$ cat src/rtl/tstl_pkg.sv
package tstl_pkg;

    localparam int STEP_W    = 16;
    localparam int TMR_W     = 16;
    localparam int REG_W     = STEP_W + 2;
    localparam int ADDR_W    = 2;

    localparam logic [ADDR_W-1:0] A_CFG  = 2'd0;
    localparam logic [ADDR_W-1:0] A_ACT  = 2'd1;
    localparam logic [ADDR_W-1:0] A_STAT = 2'd2;

    typedef enum logic [1:0] {
        PH_IDLE,
        PH_LEAD,
        PH_HIGH,
        PH_LOW
    } phase_e;

    typedef struct packed {
        logic              laser;
        logic              dir;
        logic [STEP_W-1:0] steps;
    } act_cmd_t;

    function automatic act_cmd_t unpack_act(input logic [REG_W-1:0] w);
        return act_cmd_t'(w);
    endfunction

    function automatic logic [TMR_W-1:0] eff_half(input logic [TMR_W-1:0] r);
        return (r == '0) ? TMR_W'(1) : r;
    endfunction

    function automatic logic [TMR_W:0] lead_load(input logic [TMR_W-1:0] h);
        return {h, 1'b0} - (TMR_W+1)'(1);
    endfunction

    function automatic logic [TMR_W:0] phase_load(input logic [TMR_W-1:0] h);
        return {1'b0, h} - (TMR_W+1)'(1);
    endfunction

endpackage

$ cat src/rtl/tstl_regfile.sv
module tstl_regfile
    import tstl_pkg::*;
#(
    parameter logic [TMR_W-1:0] CFG_RESET = 16'd4
) (
    input  logic              clk,
    input  logic              rst,
    input  logic              wr_en,
    input  logic [ADDR_W-1:0] wr_addr,
    input  logic [REG_W-1:0]  wr_data,
    input  logic              busy_i,
    input  logic              done_i,
    input  logic [ADDR_W-1:0] rd_addr,
    output logic [REG_W-1:0]  rd_data,
    output logic [TMR_W-1:0]  cfg_o,
    output act_cmd_t          cmd_o,
    output logic              start_o
);

    logic [TMR_W-1:0] cfg_q;
    logic [REG_W-1:0] act_q;
    logic             act_hit;

    assign act_hit = wr_en && (wr_addr == A_ACT);
    assign start_o = act_hit && !busy_i;
    assign cmd_o   = unpack_act(wr_data);
    assign cfg_o   = cfg_q;

    always_ff @(posedge clk) begin
        if (rst) begin
            cfg_q <= CFG_RESET;
            act_q <= '0;
        end else begin
            if (wr_en && (wr_addr == A_CFG)) begin
                cfg_q <= wr_data[TMR_W-1:0];
            end
            if (start_o) begin
                act_q <= wr_data;
            end
        end
    end

    always_comb begin
        case (rd_addr)
            A_CFG:   rd_data = REG_W'(cfg_q);
            A_ACT:   rd_data = act_q;
            A_STAT:  rd_data = REG_W'({done_i, busy_i});
            default: rd_data = '0;
        endcase
    end

    AST_BUSY_WRITE_DROPPED: assert property (@(posedge clk) disable iff (rst)
        (act_hit && busy_i) |=> $stable(act_q));

endmodule

$ cat src/rtl/tstl_pace_timer.sv
module tstl_pace_timer
    import tstl_pkg::*;
#(
    parameter int CNT_W = TMR_W + 1
) (
    input  logic             clk,
    input  logic             rst,
    input  logic             load,
    input  logic [CNT_W-1:0] load_val,
    output logic             expire_o
);

    logic [CNT_W-1:0] cnt_q;

    always_ff @(posedge clk) begin
        if (rst) begin
            cnt_q <= '0;
        end else if (load) begin
            cnt_q <= load_val;
        end else if (cnt_q != '0) begin
            cnt_q <= cnt_q - CNT_W'(1);
        end
    end

    assign expire_o = (cnt_q == '0);

endmodule

$ cat src/rtl/tstl_step_seq.sv
module tstl_step_seq
    import tstl_pkg::*;
(
    input  logic             clk,
    input  logic             rst,
    input  logic             start_i,
    input  act_cmd_t         cmd_i,
    input  logic [TMR_W-1:0] cfg_i,
    input  logic             expire_i,
    output logic             tmr_load_o,
    output logic [TMR_W:0]   tmr_val_o,
    output logic             step_o,
    output logic             dir_o,
    output logic             laser_o,
    output logic             busy_o,
    output logic             done_o
);

    phase_e            phase_q;
    logic [TMR_W-1:0]  half_q;
    logic [STEP_W-1:0] left_q;
    logic              step_q, dir_q, laser_q, done_q;
    logic              move_start;
    logic              advance;

    assign move_start = start_i && (cmd_i.steps != '0);
    assign advance    = (phase_q != PH_IDLE) && expire_i;

    always_comb begin
        tmr_load_o = move_start || advance;
        if (move_start) begin
            tmr_val_o = lead_load(eff_half(cfg_i));
        end else begin
            tmr_val_o = phase_load(half_q);
        end
    end

    always_ff @(posedge clk) begin
        if (rst) begin
            phase_q <= PH_IDLE;
            half_q  <= TMR_W'(1);
            left_q  <= '0;
            step_q  <= 1'b0;
            dir_q   <= 1'b0;
            laser_q <= 1'b0;
            done_q  <= 1'b0;
        end else if (start_i) begin
            laser_q <= cmd_i.laser;
            if (move_start) begin
                dir_q   <= cmd_i.dir;
                half_q  <= eff_half(cfg_i);
                left_q  <= cmd_i.steps;
                phase_q <= PH_LEAD;
                done_q  <= 1'b0;
            end else begin
                done_q  <= 1'b1;
            end
        end else if (advance) begin
            case (phase_q)
                PH_LEAD: begin
                    phase_q <= PH_HIGH;
                    step_q  <= 1'b1;
                end
                PH_HIGH: begin
                    phase_q <= PH_LOW;
                    step_q  <= 1'b0;
                end
                PH_LOW: begin
                    if (left_q == STEP_W'(1)) begin
                        phase_q <= PH_IDLE;
                        done_q  <= 1'b1;
                    end else begin
                        left_q  <= left_q - STEP_W'(1);
                        phase_q <= PH_HIGH;
                        step_q  <= 1'b1;
                    end
                end
                default: phase_q <= PH_IDLE;
            endcase
        end
    end

    assign step_o  = step_q;
    assign dir_o   = dir_q;
    assign laser_o = laser_q;
    assign busy_o  = (phase_q != PH_IDLE);
    assign done_o  = done_q;

    AST_STEP_LOW_WHEN_IDLE: assert property (@(posedge clk) disable iff (rst)
        !busy_o |-> !step_o);
    AST_RISE_AFTER_BUSY: assert property (@(posedge clk) disable iff (rst)
        $rose(step_o) |-> $past(busy_o));
    AST_BUSY_DONE_EXCL: assert property (@(posedge clk) disable iff (rst)
        !(busy_o && done_o));
    AST_DIR_HELD: assert property (@(posedge clk) disable iff (rst)
        (busy_o && $past(busy_o)) |-> $stable(dir_o));
    AST_LASER_HELD: assert property (@(posedge clk) disable iff (rst)
        (busy_o && $past(busy_o)) |-> $stable(laser_o));

endmodule

$ cat src/rtl/tstl_top.sv
module tstl_top
    import tstl_pkg::*;
#(
    parameter logic [TMR_W-1:0] CFG_RESET = 16'd4
) (
    input  logic              clk,
    input  logic              rst,
    input  logic              wr_en,
    input  logic [ADDR_W-1:0] wr_addr,
    input  logic [REG_W-1:0]  wr_data,
    input  logic [ADDR_W-1:0] rd_addr,
    output logic [REG_W-1:0]  rd_data,
    output logic              step_o,
    output logic              dir_o,
    output logic              laser_o
);

    logic             busy, done, start, expire, tmr_load;
    logic [TMR_W-1:0] cfg;
    logic [TMR_W:0]   tmr_val;
    act_cmd_t         cmd;

    tstl_regfile #(.CFG_RESET(CFG_RESET)) u_regs (
        .clk     (clk),
        .rst     (rst),
        .wr_en   (wr_en),
        .wr_addr (wr_addr),
        .wr_data (wr_data),
        .busy_i  (busy),
        .done_i  (done),
        .rd_addr (rd_addr),
        .rd_data (rd_data),
        .cfg_o   (cfg),
        .cmd_o   (cmd),
        .start_o (start)
    );

    tstl_pace_timer #(.CNT_W(TMR_W + 1)) u_timer (
        .clk      (clk),
        .rst      (rst),
        .load     (tmr_load),
        .load_val (tmr_val),
        .expire_o (expire)
    );

    tstl_step_seq u_seq (
        .clk        (clk),
        .rst        (rst),
        .start_i    (start),
        .cmd_i      (cmd),
        .cfg_i      (cfg),
        .expire_i   (expire),
        .tmr_load_o (tmr_load),
        .tmr_val_o  (tmr_val),
        .step_o     (step_o),
        .dir_o      (dir_o),
        .laser_o    (laser_o),
        .busy_o     (busy),
        .done_o     (done)
    );

endmodule

$ cat config.mk
export PLATFORM = sky130hd
export DESIGN_NAME = tstl_top
export DESIGN_NICKNAME = d
export VERILOG_FILES = /design/src/rtl/tstl_pkg.sv /design/src/rtl/tstl_regfile.sv /design/src/rtl/tstl_pace_timer.sv /design/src/rtl/tstl_step_seq.sv /design/src/rtl/tstl_top.sv
export SDC_FILE = /design/constraint.sdc
export NUM_CORES = 1
export LEC_CHECK = 0
export ABC_AREA = 0
export BUFFER_PORTS_ARGS = -buffer_cell sky130_fd_sc_hd__buf_2
export CAP_MARGIN = 10
export CORE_MARGIN = 8
export CORE_UTILIZATION = 45
export CTS_CLUSTER_SIZE = 28
export DETAILED_ROUTE_END_ITERATION = 16
export PLACE_DENSITY_LB_ADDON = 0.2
export SYNTH_ARGS = -nofsm -noshare
export SYNTH_HDL_FRONTEND = slang
export SYNTH_SLANG_ARGS = --single-unit
$ cat constraint.sdc
create_clock -name clk -period 4.9 [get_ports clk]
set_clock_uncertainty 0.2 [all_clocks]
set_input_delay 0.49 -clock clk [delete_from_list [all_inputs] [get_ports clk]]
set_output_delay 0.49 -clock clk [all_outputs]
set_load 0.02 [all_outputs]
Word level (Yosys, flattened, before mapping)
Cells that the tools add are included.
{"block": "totals", "register_bits": 89, "output_inout_bits": 21}
{"block": "classes", "reduce_logical": 24, "muxes": 22, "n_eq_ne": 10, "n_bitwise": 1, "add_sub_neg": 4}
{"operator": "16-bit 2-to-1 mux", "count": 6}
{"operator": "18-bit case mux with 3 select lines", "count": 1}
{"operator": "17-bit 2-to-1 mux", "count": 3}
{"operator": "17-bit by 1-bit subtractor with 17-bit output (second input constant)", "count": 2}
{"operator": "17-bit logical NOT", "count": 1}
{"operator": "17-bit nonzero test", "count": 1}
{"operator": "16-bit by 1-bit subtractor with 17-bit output (second input constant)", "count": 1}
{"operator": "16-bit by 1-bit equality test with 1-bit output (second input constant)", "count": 1}
{"operator": "16-bit logical NOT", "count": 1}
{"operator": "16-bit nonzero test", "count": 1}
{"operator": "16-bit by 1-bit subtractor with 16-bit output (second input constant)", "count": 1}
{"operator": "2-bit nonzero test", "count": 5}
{"operator": "2-bit 2-to-1 mux", "count": 4}
{"operator": "4-bit AND reduction", "count": 2}
{"operator": "2-bit by 1-bit equality test with 1-bit output (second input constant)", "count": 3}
{"operator": "2-bit equality test (second input constant)", "count": 3}
{"operator": "1-bit 2-to-1 mux", "count": 6}
{"operator": "2-bit case mux with 3 select lines", "count": 1}
{"operator": "1-bit logical AND", "count": 5}
{"operator": "2-bit logical NOT", "count": 2}
{"operator": "2-bit inequality test (second input constant)", "count": 2}
{"operator": "2-bit AND reduction", "count": 2}
{"operator": "1-bit case mux with 3 select lines", "count": 1}
{"operator": "3-bit AND reduction", "count": 1}
{"operator": "5 further kinds", "count": 5}

Longest topological paths before layout
{"block": "logic_depth", "word_depth": 6, "mapped_depth": 10, "mapped_depth_nobuf": 9}

Modules after synthesis
From an unflattened synthesis, not the netlist that was laid out.
{"block": "unflattened", "cells_unflattened": 667, "hier_area_um2": 5439.0}
{"mod": "tstl_step_seq", "seq_area_each_um2": 760.7, "n_inst": 1, "cells_each": 365, "area_each_um2": 2661.3}
{"mod": "tstl_regfile", "seq_area_each_um2": 680.7, "n_inst": 1, "cells_each": 190, "area_each_um2": 1846.8}
{"mod": "tstl_pace_timer", "seq_area_each_um2": 340.3, "n_inst": 1, "cells_each": 112, "area_each_um2": 930.9}

Worst setup path before layout
No wires, ideal clock.
{"block": "synth_timing", "path_type": "reg2reg", "startpoint": "register u_regs.cfg_q[8], in the netlist u_regs.cfg_o[8]", "endpoint": "register u_timer.cnt_q[15]", "n_path_buf": 1, "t_arrival_ns": 2.424, "setup_time_ns": 0.103, "path_slack_ns": 2.173, "stages_incl_launch_ff": 10, "path_cell_list": "dfxtp_1 > clkbuf_1 > nor4_1 > and3_1 > a21oi_1 > ha_1 > nor3b_1 > nand4_1 > xor2_1 > a2111oi_2"}
{"block": "synth_between", "elab_chain_cells": 5}
{"element": "start, declared", "line": "tstl_regfile.sv:20", "rtl": "logic [TMR_W-1:0] cfg_q;"}
{"element": "start signal, assigned", "line": "tstl_regfile.sv:35", "rtl": "cfg_q <= wr_data[TMR_W-1:0];"}
{"element": "16-bit logical NOT", "line": "tstl_pkg.sv:30", "rtl": "return (r == '0) ? TMR_W'(1) : r;"}
{"element": "16-bit 2-to-1 mux *", "line": "tstl_pkg.sv:30"}
{"element": "17-bit by 1-bit subtractor with 17-bit output *", "line": "tstl_pkg.sv:34", "rtl": "return {h, 1'b0} - (TMR_W+1)'(1);"}
{"element": "17-bit 2-to-1 mux *", "line": "tstl_step_seq.sv:31", "rtl": "if (move_start) begin"}
{"element": "17-bit 2-to-1 mux *", "line": "tstl_pace_timer.sv:18", "rtl": "end else if (load) begin"}
{"element": "end signal, assigned", "line": "tstl_pace_timer.sv:19", "rtl": "cnt_q <= load_val;"}
{"element": "end signal, assigned", "line": "tstl_pace_timer.sv:21", "rtl": "cnt_q <= cnt_q - CNT_W'(1);"}
{"element": "end, declared", "line": "tstl_pace_timer.sv:13", "rtl": "logic [CNT_W-1:0] cnt_q;"}
Mark *: on every way between the ends. The rest lies on a longest branch, timed or not.
A chain may end at the register's enable or synchronous reset.

Worst setup path in the final report
Same ends and word-level chain as after synthesis.

==> key figures <==
Run status
  – Status: finished, final reports clean

STA
  – Final setup violation count: 0
  – Fin crit share: 0.6279
  – Final setup TNS: 0 ps
  – Final WS setup: 1823 ps
  – Measured slew at the worst slew-check pin: 1162 ps
  – Fmax: 325.0 MHz
  – Slew headroom: 0.2238
  – Max Slew Vio Count: 0
  – Final min period: 3077 ps
  – Hold Vio Cnt, Final: 0
  – RSZ-0062 raised after global routing: false

Setup path
  – CP Cell Sequence: nor4_1, and3_1, a21oi_1, ha_1, nor3b_1, nand4_1, xor2_1, a2111oi_2
  – Nature of the critical path endpoint: flop
  – CP required: 4970 ps
  – R2R Path End: u_timer.cnt_q[15]
  – WS Path Type: reg -> reg
  – Register-to-Register Path Depth: 8
  – Critical R2R Launch: u_regs.cfg_o[8]
  – R2R setup slack: 1820 ps
  – CP Max Fanout: 8
  – CP arrival: 3140 ps
  – Slowest-stage cell, CP: nor3b_1
  – Startpoint types: flop
  – Max incr delay on CP: 620 ps

Global routing
  – Largest net degree at the start of global routing: 65
  – Global-route usage over all layers: 0.1973
  – Vias in the first global route: 4,583
  – Initial antenna violation count: 0
  – Grt ovf: 0
  – First-pass GRT wire length: 23.55 mm

Clock tree
  – # hold bufs at CTS: 0
  – Cts bufs inserted: 9
  – Setup bufs post-CTS: 0
  – CTS resizes: 0
  – H-tree Lvls: 3
  – CTS tree: yes
  – Clock sink total: 88
  – Root Driver: clkbuf_8
  – Clock slew at reported path FFs: 80 ps
  – Clock Path Buffers: 2
  – Latest clock arrival within the worst-skew pair: 370 ps

Final layout
  – Fillcell total: 1,086
  – Number of diodes: 0
  – Area delta synth->final: 8.381%
  – Layout cells sized above 1: 0.1300
  – # nets final: 695
  – Cell area after layout: 0.005436 mm^2
  – Layout Cells excl Fill: 809

Route
  – Detail Route Antenna Nets: 0
  – Detailed-route wire length per cell: 18.15 um
  – DR pass1 iterations: 8
  – Via count: 4,856
  – DRT iter0 DRCs: 427
  – DRC errors left: 0
  – Routed vias/inst: 6.002
  – Total wire length: 14.69 mm

Hold path
  – Hold Path Origin: wr_data[17]
  – Hold path endpoint: u_seq.laser_o
  – Hold Path Cell Cnt: 3
  – Hold crit path type: in -> reg

Logic synthesis
  – Synth top area share: 0.3512
  – Yosys Warn Count: 0
  – Top cells by area, synth: dfxtp_1, nand2_1, a21oi_1, xnor2_1, mux2i_1
  – Top cells by count, synth: nand2_1, dfxtp_1, a21oi_1
  – Post-synthesis sequential area ratio: 0.3512
  – Post-Syn Nets: 678
  – Syn avg cell area: 7.741 um^2
  – Largest area contributor in the synthesized netlist: dfxtp_1
  – Async SR Flop Fraction: 0
  – Most used DFF post-synth: dfxtp_1
  – EDFF count, synth: 0
  – Cells after synthesis: 648
  – Synthesized area: 0.005016 mm^2
  – Synth Register Bits: 88
  – Post-synthesis cell type count: 69
  – Most instantiated library cell after synthesis: nand2_1

Die
  – Starting Density: 0.4627
  – Die width: 121.6 um
  – Height of the die: 121.6 um
  – Top-Level Pins: 46
  – Rows: 38
  – Core area: 0.01084 mm^2
  – Die area: 0.01478 mm^2

Run
  – Total of max-cap violations: 0

Placement
  – Port Buffer Count: 45
  – Placer Congestion: 0.8498
  – Placed cell area: 0.005245 mm^2
  – HPWL Detailed: 10.52 mm
  – Post-place setup slack: 1880 ps
  – Placed Cells incl. Taps: 794

Power and ir drop
  – Power per Cell Area: 409.2 mW/mm^2
  – Lkg Pwr: 2.002 nW
  – VDD IR max: 150.7 uV
  – Power, Total: 2.224 mW
==> where the power goes <==
group	internal, mW	switching (mW)
Combinational	0.348	0.469
Clock	0.245	0.260
Sequential	0.799	0.103
Total	1.39	0.832
==> flip-flops by register name (all words and copies together), names as in the netlist <==
signal         flops
u_regs.act_q      17
u_regs.cfg_o      16
u_seq.dir_o        1
u_seq.done_o       1
u_seq.half_q      16
u_seq.laser_o      1
u_seq.left_q      16
u_seq.phase_q      2
u_seq.step_o       1
u_timer.cnt_q     17
==> stage by stage <==
stage                       util  hold WS (ps)
after floorplan                -         232.0
after global placement    0.4838         240.9
after detailed placement  0.4838         249.8
after CTS                 0.5010         163.9
after global routing      0.5015         172.0
final                     0.5015         178.3
==> kinds of logic (layout without fill, tap and decap cells) <==
family                   count (synthesis)  count (layout)  share of synthesized area
AND/OR/NAND/NOR                        279             279                     0.2791
AO/OA/AOI/OAI                          165             165                     0.2130
multiplexers                            18              18                    0.03617
buffers and inverters                   64              85                    0.05737
XOR/XNOR                                29              29                    0.05064
adder cells (fa/ha/maj)                  5               5                    0.01247
flip-flops                              88              88                     0.3512
==> worst max path at each step <==
stage,depth (start not counted),start,end,slack (ps)
floorplan,9,u_regs.cfg_o[8],u_timer.cnt_q[15],2170
global placement,7,u_seq.phase_q[0],u_timer.cnt_q[15],2000
detailed placement,8,u_regs.cfg_o[8],u_timer.cnt_q[15],1880
CTS,8,u_regs.cfg_o[8],u_timer.cnt_q[15],1830
global route,8,u_regs.cfg_o[8],u_timer.cnt_q[15],1580
finish,8,u_regs.cfg_o[8],u_timer.cnt_q[15],1820
==> worst max-delay path, delay by kind of cell (launching register included) <==
kind                     cells  cell delay [ps]
AO/OA/AOI/OAI                2              630
XOR/XNOR                     1              200
flip-flops                   1              470
adder cells (fa/ha/maj)      1              260
AND/OR/NAND/NOR              4             1210
==> routing by layer <==
layer  vias to the layer above  part of all wire  wire, um  GRT usage
li1                       2355                 -         -          -
met5                         -                 0         0          0
met2                       182              0.46      6762     0.3188
met1                      2296              0.46      6712     0.2585
met3                        23             0.063       929    0.03609
met4                         0             0.019       280    0.06939
==> cell usage in the layout, fill, tap and decap left out, types with 5 or more instances in the layout <==
master and n:
a211oi_1 9, a21o_1 12, a21oi_1 79, a221o_1 5, a31oi_1 5, buf_2 45, buf_4 6, clkbuf_8 10
dfxtp_1 88, ha_1 5, inv_1 19, mux2i_1 17, nand2_1 123, nand2b_1 5, nand3_1 23, nand4_1 7
nor2_1 45, nor3_1 14, nor4_1 15, o21ai_0 10, o31ai_1 6, o32ai_1 10, or4_1 5, xnor2_1 21
xor2_1 8
==> final cells by class <==
| class | count | area [um^2] | share of cell area |
|---|---|---|---|
| clock inverters | 4 | 45.04 | 0.008285 |
| clock buffers | 11 | 141.4 | 0.02601 |
| flip-flops and latches | 88 | 1762 | 0.3241 |
| repair buffers | 51 | 270.3 | 0.04971 |
| well taps | 140 | 175.2 | 0.03222 |
| inverters | 19 | 71.32 | 0.01312 |
| multi-input cells | 496 | 2972 | 0.5466 |
(Power assumes the default switching activity.)
